<file path="src/rtl/dram_expansion_glue.sv">
module dram_expansion_glue #(
  parameter int SYNC_STAGES = 2
) (
  input  logic       clk,
  input  logic       rst_n,
  input  logic       mouse_n,
  input  logic       ras_n,
  input  logic [1:0] cas_n,
  input  logic       c2m,
  input  logic [4:0] a_hi,
  output logic [1:0] ra_ext,
  output logic       xras_n,
  output logic [3:0] xcas_n,
  output logic [1:0] xoe_n,
  output logic       ob_ras_n,
  output logic [1:0] ob_cas_n
);

  logic [SYNC_STAGES-1:0] msync;
  logic released;
  logic exp_en;
  logic live;
  logic bank_sel;

  always_ff @(posedge clk)
    msync <= {msync[SYNC_STAGES-2:0], mouse_n};

  always_ff @(posedge clk or negedge rst_n) begin
    if (!rst_n) begin
      released <= 1'b0;
      exp_en   <= 1'b0;
    end else begin
      released <= 1'b1;
      if (!released) exp_en <= msync[SYNC_STAGES-1];
    end
  end

  assign ra_ext[0] = c2m ? a_hi[0] : a_hi[1];
  assign ra_ext[1] = c2m ? a_hi[2] : a_hi[3];

  assign bank_sel = a_hi[4];
  assign live     = exp_en & ~ras_n;

  assign xcas_n[1:0] = (live & ~bank_sel) ? cas_n : 2'b11;
  assign xcas_n[3:2] = (live &  bank_sel) ? cas_n : 2'b11;
  assign xoe_n[0]    = &xcas_n[1:0];
  assign xoe_n[1]    = &xcas_n[3:2];
  assign xras_n      = exp_en ? ras_n : 1'b1;

  assign ob_ras_n = exp_en ? 1'b1  : ras_n;
  assign ob_cas_n = exp_en ? 2'b11 : cas_n;

  assert_no_cas_without_ras_R4: assert property (@(posedge clk) disable iff (!rst_n)
    ras_n |-> (xcas_n == 4'hF));

  assert_single_bank_R3: assert property (@(posedge clk) disable iff (!rst_n)
    !((xcas_n[1:0] != 2'b11) && (xcas_n[3:2] != 2'b11)));

  assert_onboard_idle_R6: assert property (@(posedge clk) disable iff (!rst_n)
    exp_en |-> (ob_ras_n && ob_cas_n == 2'b11));

  assert_expansion_quiet_R7: assert property (@(posedge clk) disable iff (!rst_n)
    !exp_en |-> (xcas_n == 4'hF && xoe_n == 2'b11 && xras_n));

  assert_flag_held_R9: assert property (@(posedge clk) disable iff (!rst_n)
    (released && $past(released)) |-> $stable(exp_en));

endmodule

</file>
<file path="config.mk">
export PLATFORM = sky130hd
export DESIGN_NAME = dram_expansion_glue
export DESIGN_NICKNAME = d
export VERILOG_FILES = /design/src/rtl/dram_expansion_glue.sv
export SDC_FILE = /design/constraint.sdc
export NUM_CORES = 1
export LEC_CHECK = 0
export ABC_AREA = 0
export CORE_AREA = 2 2 39 41
export CTS_CLUSTER_SIZE = 40
export DETAILED_ROUTE_END_ITERATION = 10
export DIE_AREA = 0 0 41 43
export GPL_TIMING_DRIVEN = 0
export PLACE_DENSITY = 0.59
export SETUP_SLACK_MARGIN = 0.3
export SYNTH_ARGS = -nofsm -noshare
export SYNTH_HDL_FRONTEND = slang
export SYNTH_SLANG_ARGS = --single-unit
</file>
<file path="constraint.sdc">
create_clock -name clk -period 1.8 [get_ports clk]
set_clock_uncertainty 0.15 [all_clocks]
set_input_delay 0.27 -clock clk [delete_from_list [all_inputs] [get_ports clk]]
set_output_delay 0.27 -clock clk [all_outputs]
set_load 0.005 [all_outputs]
</file>
==> run_results.csv, run 1 <==
group,metric,value,unit
outcome,outcome,"completed",
critical_path,worstSetupStartpointType,"register",
finish,synthToLayoutAreaGrowth,114,%
floorplan,die_w,41,um
global_routing,grt_pass1_vias,204,
clock_tree,cts_root_buffer,"sky130_fd_sc_hd__clkbuf_4",
placed_design,placement.cell_area,453,um2
finish,post_layout_net_count,62,
critical_path,bufs_and_invs_on_worst_path,2,
logic_synthesis,synth.yosys.seq_area_share,44.4,%
route,detailroute.via_count,247,
logic_synthesis,synth_seq_cells,4,
flow_run,cap_viol_max_count,0,
critical_path,timing.critical_path.slowest_stage_cell,"sky130_fd_sc_hd__dfrtp_1",
floorplan,ios,24,
hold_path,min_path_type,"in2async",
route,route.detailed.wl_per_inst,9.23,um
placed_design,place.gp.congestion,0.563,
timing,finalHoldViolCount,0,
placed_design,post-place-ws,-368,ps
global_routing,grt_antenna_before_repair,0,
logic_synthesis,synth_nets,32,
critical_path,critical_path.top_delay_family,"simple AND/OR/NAND/NOR gates",
logic_synthesis,yosys_top_cell_by_area,"sky130_fd_sc_hd__dfrtp_1",
floorplan,die_area,1760,um2
timing,achievable-frequency,0.605,GHz
floorplan,site_row_count,14,
timing,setup_ws_final,146,ps
power_and_ir_drop,power_density,662,nW/um2
timing,report.final.setup_viol,0,
power_and_ir_drop,power.share.combinational,23.0,%
logic_synthesis,average_cell_area_after_synthesis,10.1,um2
route,drc_violations,0,
clock_tree,clock_latency,240,ps
global_routing,grtUsageTotal,7.04,%
route,post_drt_antenna_nets,0,
clock_tree,clockBufferDepth,2,
clock_tree,clock_slew_at_reported_path_ffs,40,ps
critical_path,cp_cell_sequence,"and2b_2 -> inv_2 -> or3_1 -> buf_2",
global_routing,grt_pass1_wl,772,um
finish,multi_input_comb_area,109,um2
timing,final_period_minus_worst_setup_slack,1650,ps
logic_synthesis,top_area_cells_in_the_synthesized_netlist,"sky130_fd_sc_hd__dfrtp_1 (25%), sky130_fd_sc_hd__dfxtp_1 (20%), sky130_fd_sc_hd__mux2_2 (17%), sky130_fd_sc_hd__nand3b_1 (11%), sky130_fd_sc_hd__or2_2 (6.2%)",
logic_synthesis,synth-main-ff-cell,"sky130_fd_sc_hd__dfxtp_1",
clock_tree,cts_tree,"built",
floorplan,starting_density_of_the_core,14.6,%
power_and_ir_drop,power.share.switching,22.5,%
finish,antenna-diode-count,0,
finish,post_route_cells_drive_above_1_share,49.0,%
timing,timing.final.max_slew_violations,0,
finish,register_area,90.1,um2
finish,final_design_area_no_fill,434,um2
power_and_ir_drop,vdd_drop_max,270,uV
logic_synthesis,synthDistinctLibCells,12,
power_and_ir_drop,p_int,223,uW
placed_design,place_hpwl,473,um
route,drt_iter0_markers,0,
floorplan,die_h,43,um
global_routing,globalRouteOverflowTotal,0,
logic_synthesis,post_synth_inst_count,20,
logic_synthesis,count_of_flip_flops_with_a_built_in_enable_after_synthesis,0,
finish,stdcell_count,65,
route,firstDrtPassIters,1,
logic_synthesis,synthDominantCellAreaShare,24.7,%
placed_design,dp_cells,59,
logic_synthesis,ys_top_cells_by_count,"sky130_fd_sc_hd__mux2_2 (3), sky130_fd_sc_hd__nand3b_1 (3)",
critical_path,path_class,"reg2out",
logic_synthesis,ys_async_sr_fraction,50.0,%
clock_tree,ctsHoldBuffers,0,
power_and_ir_drop,power.static_leakage,0.000206,uW
critical_path,critical_path_required,1380,ps
global_routing,grt_max_degree,7,
floorplan,placeableCoreArea,1380,um2
critical_path,critical_path.max_stage_delay,360,ps
timing,setup_repair_after_global_routing_missed_its_margin,"yes",
power_and_ir_drop,power_switching,64.6,uW
power_and_ir_drop,pwr-share-clk,42.9,%
clock_tree,cts.sink_count,4,
clock_tree,htree_num_levels,1,
logic_synthesis,yosysWarnings,0,
route,finalWirelength,600,um
critical_path,timing.critical_path.fanout_max,4,
finish,num-fill-cells,161,
critical_path,worst_ep_arrival_time,1230,ps
placed_design,numPortBuffers,23,
clock_tree,cts_buffers,3,
logic_synthesis,post_synth_instance_area,203,um2
power_and_ir_drop,part_of_the_total_power_dissipated_in_sequential_elements,34.1,%
route,post_drt_via_cell_ratio,3.80,
critical_path,endpoint_kind,"primary output",
timing,layout_worst_path_cycle_share,91.9,%
per-layer routing:
| layer | track usage [%] | share of wire, % | vias to the layer above |
|---|---|---|---|
| met1 | 6.13 | 35 | 104 |
| met3 | 2.09 | 19 | 0 |
| met4 | 8.00 | 0 | 0 |
| li1 | - | - | 124 |
| met5 | 0 | 0 | - |
| met2 | 10.9 | 47 | 19 |
stage by stage:
step | hold WS, ps | util, % | total power, uW | setup TNS [ps]
6_report | 44.0 | 31.4 | 287 | 0
5_1_grt | 35.1 | 31.4 | 311 | 0
4_1_cts | 39.2 | 31.6 | 298 | 0
3_5_place_dp | 165 | 32.7 | 180 | -2180
3_3_place_gp | 160 | 32.7 | 180 | -2230
2_1_floorplan | -176 | - | 121 | 0
state kept, by name, indices dropped and copies added, names as in the netlist:
register  cells
released      1
exp_en        1
msync         2
cell usage in the layout, fill, tap and decap left out:
master                            synthesis  layout
sky130_fd_sc_hd__clkbuf_4                 0       3
sky130_fd_sc_hd__mux2_2                   3       3
sky130_fd_sc_hd__clkbuf_2                 0       2
sky130_fd_sc_hd__clkdlybuf4s50_1          0       5
sky130_fd_sc_hd__nand3_1                  1       1
sky130_fd_sc_hd__buf_2                    0      10
sky130_fd_sc_hd__dfrtp_1                  2       2
sky130_fd_sc_hd__or2_1                    1       1
sky130_fd_sc_hd__dlymetal6s2s_1           0       2
sky130_fd_sc_hd__and2b_2                  1       1
sky130_fd_sc_hd__inv_2                    1       1
sky130_fd_sc_hd__or3_1                    2       2
sky130_fd_sc_hd__conb_1                   1       1
sky130_fd_sc_hd__nand2_1                  1       1
sky130_fd_sc_hd__clkbuf_1                 0       1
sky130_fd_sc_hd__nand3b_1                 3       3
sky130_fd_sc_hd__dlygate4sd2_1            0       4
sky130_fd_sc_hd__buf_4                    0       2
sky130_fd_sc_hd__or2_2                    2       2
sky130_fd_sc_hd__dfxtp_1                  2       2
final cells by class:
class | count | share of cell area (%)
Clock buffer | 4 | 6.05
Inverter | 1 | 0.865
Multi-Input combinational cell | 15 | 25.1
Sequential cell | 4 | 20.7
Tap cell | 16 | 4.61
Timing Repair Buffer | 25 | 42.7
cells by family (layout without fill, tap and decap cells):
kind of cell           count (synthesis)  after routing  synth area share, %
AND/OR/NAND/NOR                       11             11                 35.2
flip-flops                             4              4                 44.4
multiplexers                           3              3                 16.7
other                                  1              1                 1.85
buffers and inverters                  1             30                 1.85
final timing paths:
kind / cells after the start / from / end / slack, ps
min: 1 / rst_n / released / 40
min in group clk: 0 / msync[0] / msync[1] / 170
max in group asynchronous: 1 / rst_n / exp_en / 1340
max reg2reg: 2 / exp_en / exp_en / 750
max: 4 / exp_en / xcas_n[0] / 150
min reg2reg: 0 / msync[0] / msync[1] / 170
power groups by stage:
stage / Sequential [uW] / Clock (uW) / Combinational, uW
6_report: 98.0 / 123 / 66.0
3_3_place_gp: 99.7 / 0 / 80.1
3_5_place_dp: 99.9 / 0 / 80.4
2_1_floorplan: 98.9 / 0 / 22.2
5_1_grt: 98.6 / 139 / 73.7
4_1_cts: 98.2 / 130 / 69.2
repair_timing:
item,4_1_cts,5_1_grt
endpoints found under the setup margin,12,10
setup buffers,2,0
gates resized for setup,44,6
pin swaps,1,1
No activity file was read; power rests on OpenSTA's default activity.
==> run 2: changes to the inputs <==
--- a/config.mk
+++ b/config.mk
@@ -6,12 +6,14 @@
 export NUM_CORES = 1
 export LEC_CHECK = 0
 export ABC_AREA = 0
+export CAP_MARGIN = 20
 export CORE_AREA = 2 2 39 41
 export CTS_CLUSTER_SIZE = 40
 export DETAILED_ROUTE_END_ITERATION = 10
 export DIE_AREA = 0 0 41 43
+export DONT_BUFFER_PORTS = 1
 export GPL_TIMING_DRIVEN = 0
-export PLACE_DENSITY = 0.59
+export PLACE_DENSITY = 0.36
 export SETUP_SLACK_MARGIN = 0.3
 export SYNTH_ARGS = -nofsm -noshare
 export SYNTH_HDL_FRONTEND = slang
==> run 2 against run 1 <==
Count of clock-buffer cells in the layout shrank 1; non-clock buffer count shrank 21; via count shrank 26%; worst hold slack gained 73 ps; setup slack gained 110 ps; sequential share of layout area grew 9.3 points; global-route usage shrank 1.3 points; cell count shrank 34%.
==> run_results.csv, run 2 (same netlist as run 1, synthesis figures left out) <==
group,metric,value,unit
timing,finalSetupTns,0,ps
finish,post_layout_net_count,41,
finish,synthToLayoutAreaGrowth,48.1,%
critical_path,critical_path.max_stage_delay,350,ps
flow_run,cap_viol_max_count,0,
finish,num-fill-cells,154,
critical_path,critical_path_required,1380,ps
floorplan,starting_density_of_the_core,14.6,%
critical_path,timing.critical_path.slowest_stage_cell,"sky130_fd_sc_hd__dfrtp_1",
power_and_ir_drop,vdd_drop_max,323,uV
floorplan,site_row_count,14,
route,detailroute.via_count,184,
finish,largest_register_ffs,2,
timing,timing.hold.ws,117,ps
placed_design,place.gp.congestion,0.446,
floorplan,ios,24,
route,finalWirelength,491,um
clock_tree,htree_num_levels,1,
power_and_ir_drop,power.share.combinational,16.2,%
timing,finalHoldViolCount,0,
finish,final_design_area_no_fill,300,um2
critical_path,timing.critical_path.fanout_max,3,
route,drt_iter0_markers,0,
finish,post_route_cells_drive_above_1_share,55.6,%
route,post_drt_antenna_nets,0,
outcome,outcome,"completed",
finish,antenna-diode-count,0,
global_routing,globalRouteOverflowTotal,0,
power_and_ir_drop,p_int,194,uW
critical_path,timing.critical_path.to,"xcas_n[0]",
critical_path,path_class,"reg2out",
power_and_ir_drop,power_density,824,nW/um2
power_and_ir_drop,power_switching,53.3,uW
power_and_ir_drop,tot_pwr,248,uW
placed_design,dp_cells,36,
critical_path,worst_ep_arrival_time,1120,ps
route,post_drt_via_cell_ratio,4.28,
power_and_ir_drop,pwr-share-clk,44.2,%
timing,report.final.setup_viol,0,
global_routing,grtUsageTotal,5.74,%
route,drc_violations,0,
placed_design,placement.cell_area,223,um2
power_and_ir_drop,power.static_leakage,0.000116,uW
clock_tree,cts_tree,"built",
finish,most-common-layout-cells,"sky130_fd_sc_hd__nand3b_1 (3), sky130_fd_sc_hd__mux2_2 (3), sky130_fd_sc_hd__clkbuf_4 (3)",
global_routing,grt_pass1_wl,627,um
global_routing,grt_pass1_vias,185,
route,route.detailed.wl_per_inst,11.4,um
finish,stdcell_count,43,
floorplan,placeableCoreArea,1380,um2
global_routing,grt_antenna_before_repair,0,
hold_path,min_path_type,"in2async",
finish,registers.top_by_ff_count,"msync",
power_and_ir_drop,power.share.switching,21.5,%
timing,timing.final.max_slew_violations,0,
timing,achievable-frequency,0.648,GHz
timing,layout_worst_path_cycle_share,85.7,%
power_and_ir_drop,part_of_the_total_power_dissipated_in_sequential_elements,39.6,%
critical_path,crit-reg2reg-launch,"exp_en",
floorplan,die_h,43,um
clock_tree,clockBufferDepth,2,
clock_tree,clock_latency,230,ps
critical_path,worst_r2r_endpoint,"exp_en",
floorplan,die_w,41,um
clock_tree,clock_slew_at_reported_path_ffs,40,ps
placed_design,numPortBuffers,0,
critical_path,worst_r2r_path_depth,2,
route,firstDrtPassIters,1,
finish,layout_top_registers,"msync: 2 flops, exp_en: 1 flops, released: 1 flops",
clock_tree,cts_root_buffer,"sky130_fd_sc_hd__clkbuf_4",
timing,setup_repair_after_global_routing_missed_its_margin,"yes",
critical_path,setup.worst_path.start,"exp_en",
critical_path,worstSetupStartpointType,"register",
critical_path,cp_cell_sequence,"and2b_2 -> inv_2 -> or3_4",
critical_path,endpoint_kind,"primary output",
clock_tree,cts_buffers,3,
floorplan,die_area,1760,um2
timing,final_period_minus_worst_setup_slack,1540,ps
global_routing,grt_max_degree,7,
clock_tree,cts.sink_count,4,
critical_path,ff2ff_setup_slack,750,ps
[run 2: final cells by class]
type / count / area, um2 / area share [%]
multi-input cells: 15 / 129 / 42.9
flip-flops and latches: 4 / 90.1 / 30.0
repair buffers: 4 / 35.0 / 11.7
clock buffers: 3 / 22.5 / 7.50
well taps: 16 / 20.0 / 6.67
inverters: 1 / 3.75 / 1.25
[run 2: worst min-delay path by stage]
stage,from,end,slack [ps],cells past startpoint
final,rst_n,exp_en,120,1
after global placement,rst_n,released,-180,0
after detailed placement,rst_n,released,-180,0
after global routing,rst_n,exp_en,110,1
after CTS,rst_n,exp_en,110,1
after floorplan,rst_n,exp_en,-180,0
[run 2: through the flow]
step / setup slack (ps) / util [%]
finish: 257 / 21.7
global route: 188 / 21.7
CTS: 251 / 20.3
detailed placement: 395 / 16.1
global placement: 434 / 16.1
floorplan: 494 / -
[run 2: power groups by stage]
stage          logic [uW]  registers, uW  clock network, uW
6_report             40.1           98.0                109
5_1_grt              46.3           98.5                121
4_1_cts              35.9           98.3                115
3_5_place_dp         24.7            101                  0
3_3_place_gp         24.7           99.8                  0
2_1_floorplan        22.2           98.9                  0
[run 2: timing repair]
item / in CTS / in global routing
cloned: 0 / 0
setup buffers: 2 / 0
pin swaps: 0 / 1
resized for setup: 0 / 5
hold buffers: 2 / 0
endpoints found under the hold margin: 3 / 0
setup endpoints to repair: 2 / 8
[run 2: layer usage]
metal | global-route usage [%] | wire length (um)
met5 | 0 | 0
met2 | 10.6 | 289
met4 | 6.00 | 0
met3 | 1.57 | 54
met1 | 3.57 | 147
[run 2: critical path: cells and delay by family (launching register included)]
kind / cells / cell delay [ps]
buffers and inverters: 1 / 50
flip-flops: 1 / 350
AND/OR/NAND/NOR: 2 / 490
==> run 3: changes to the inputs <==
--- a/config.mk
+++ b/config.mk
@@ -5,7 +5,6 @@
 export SDC_FILE = /design/constraint.sdc
 export NUM_CORES = 1
 export LEC_CHECK = 0
-export ABC_AREA = 0
 export CAP_MARGIN = 20
 export CORE_AREA = 2 2 39 41
 export CTS_CLUSTER_SIZE = 40
==> results of run 3 <==
Final layout, timing and power as in run 2 (identical DEF).
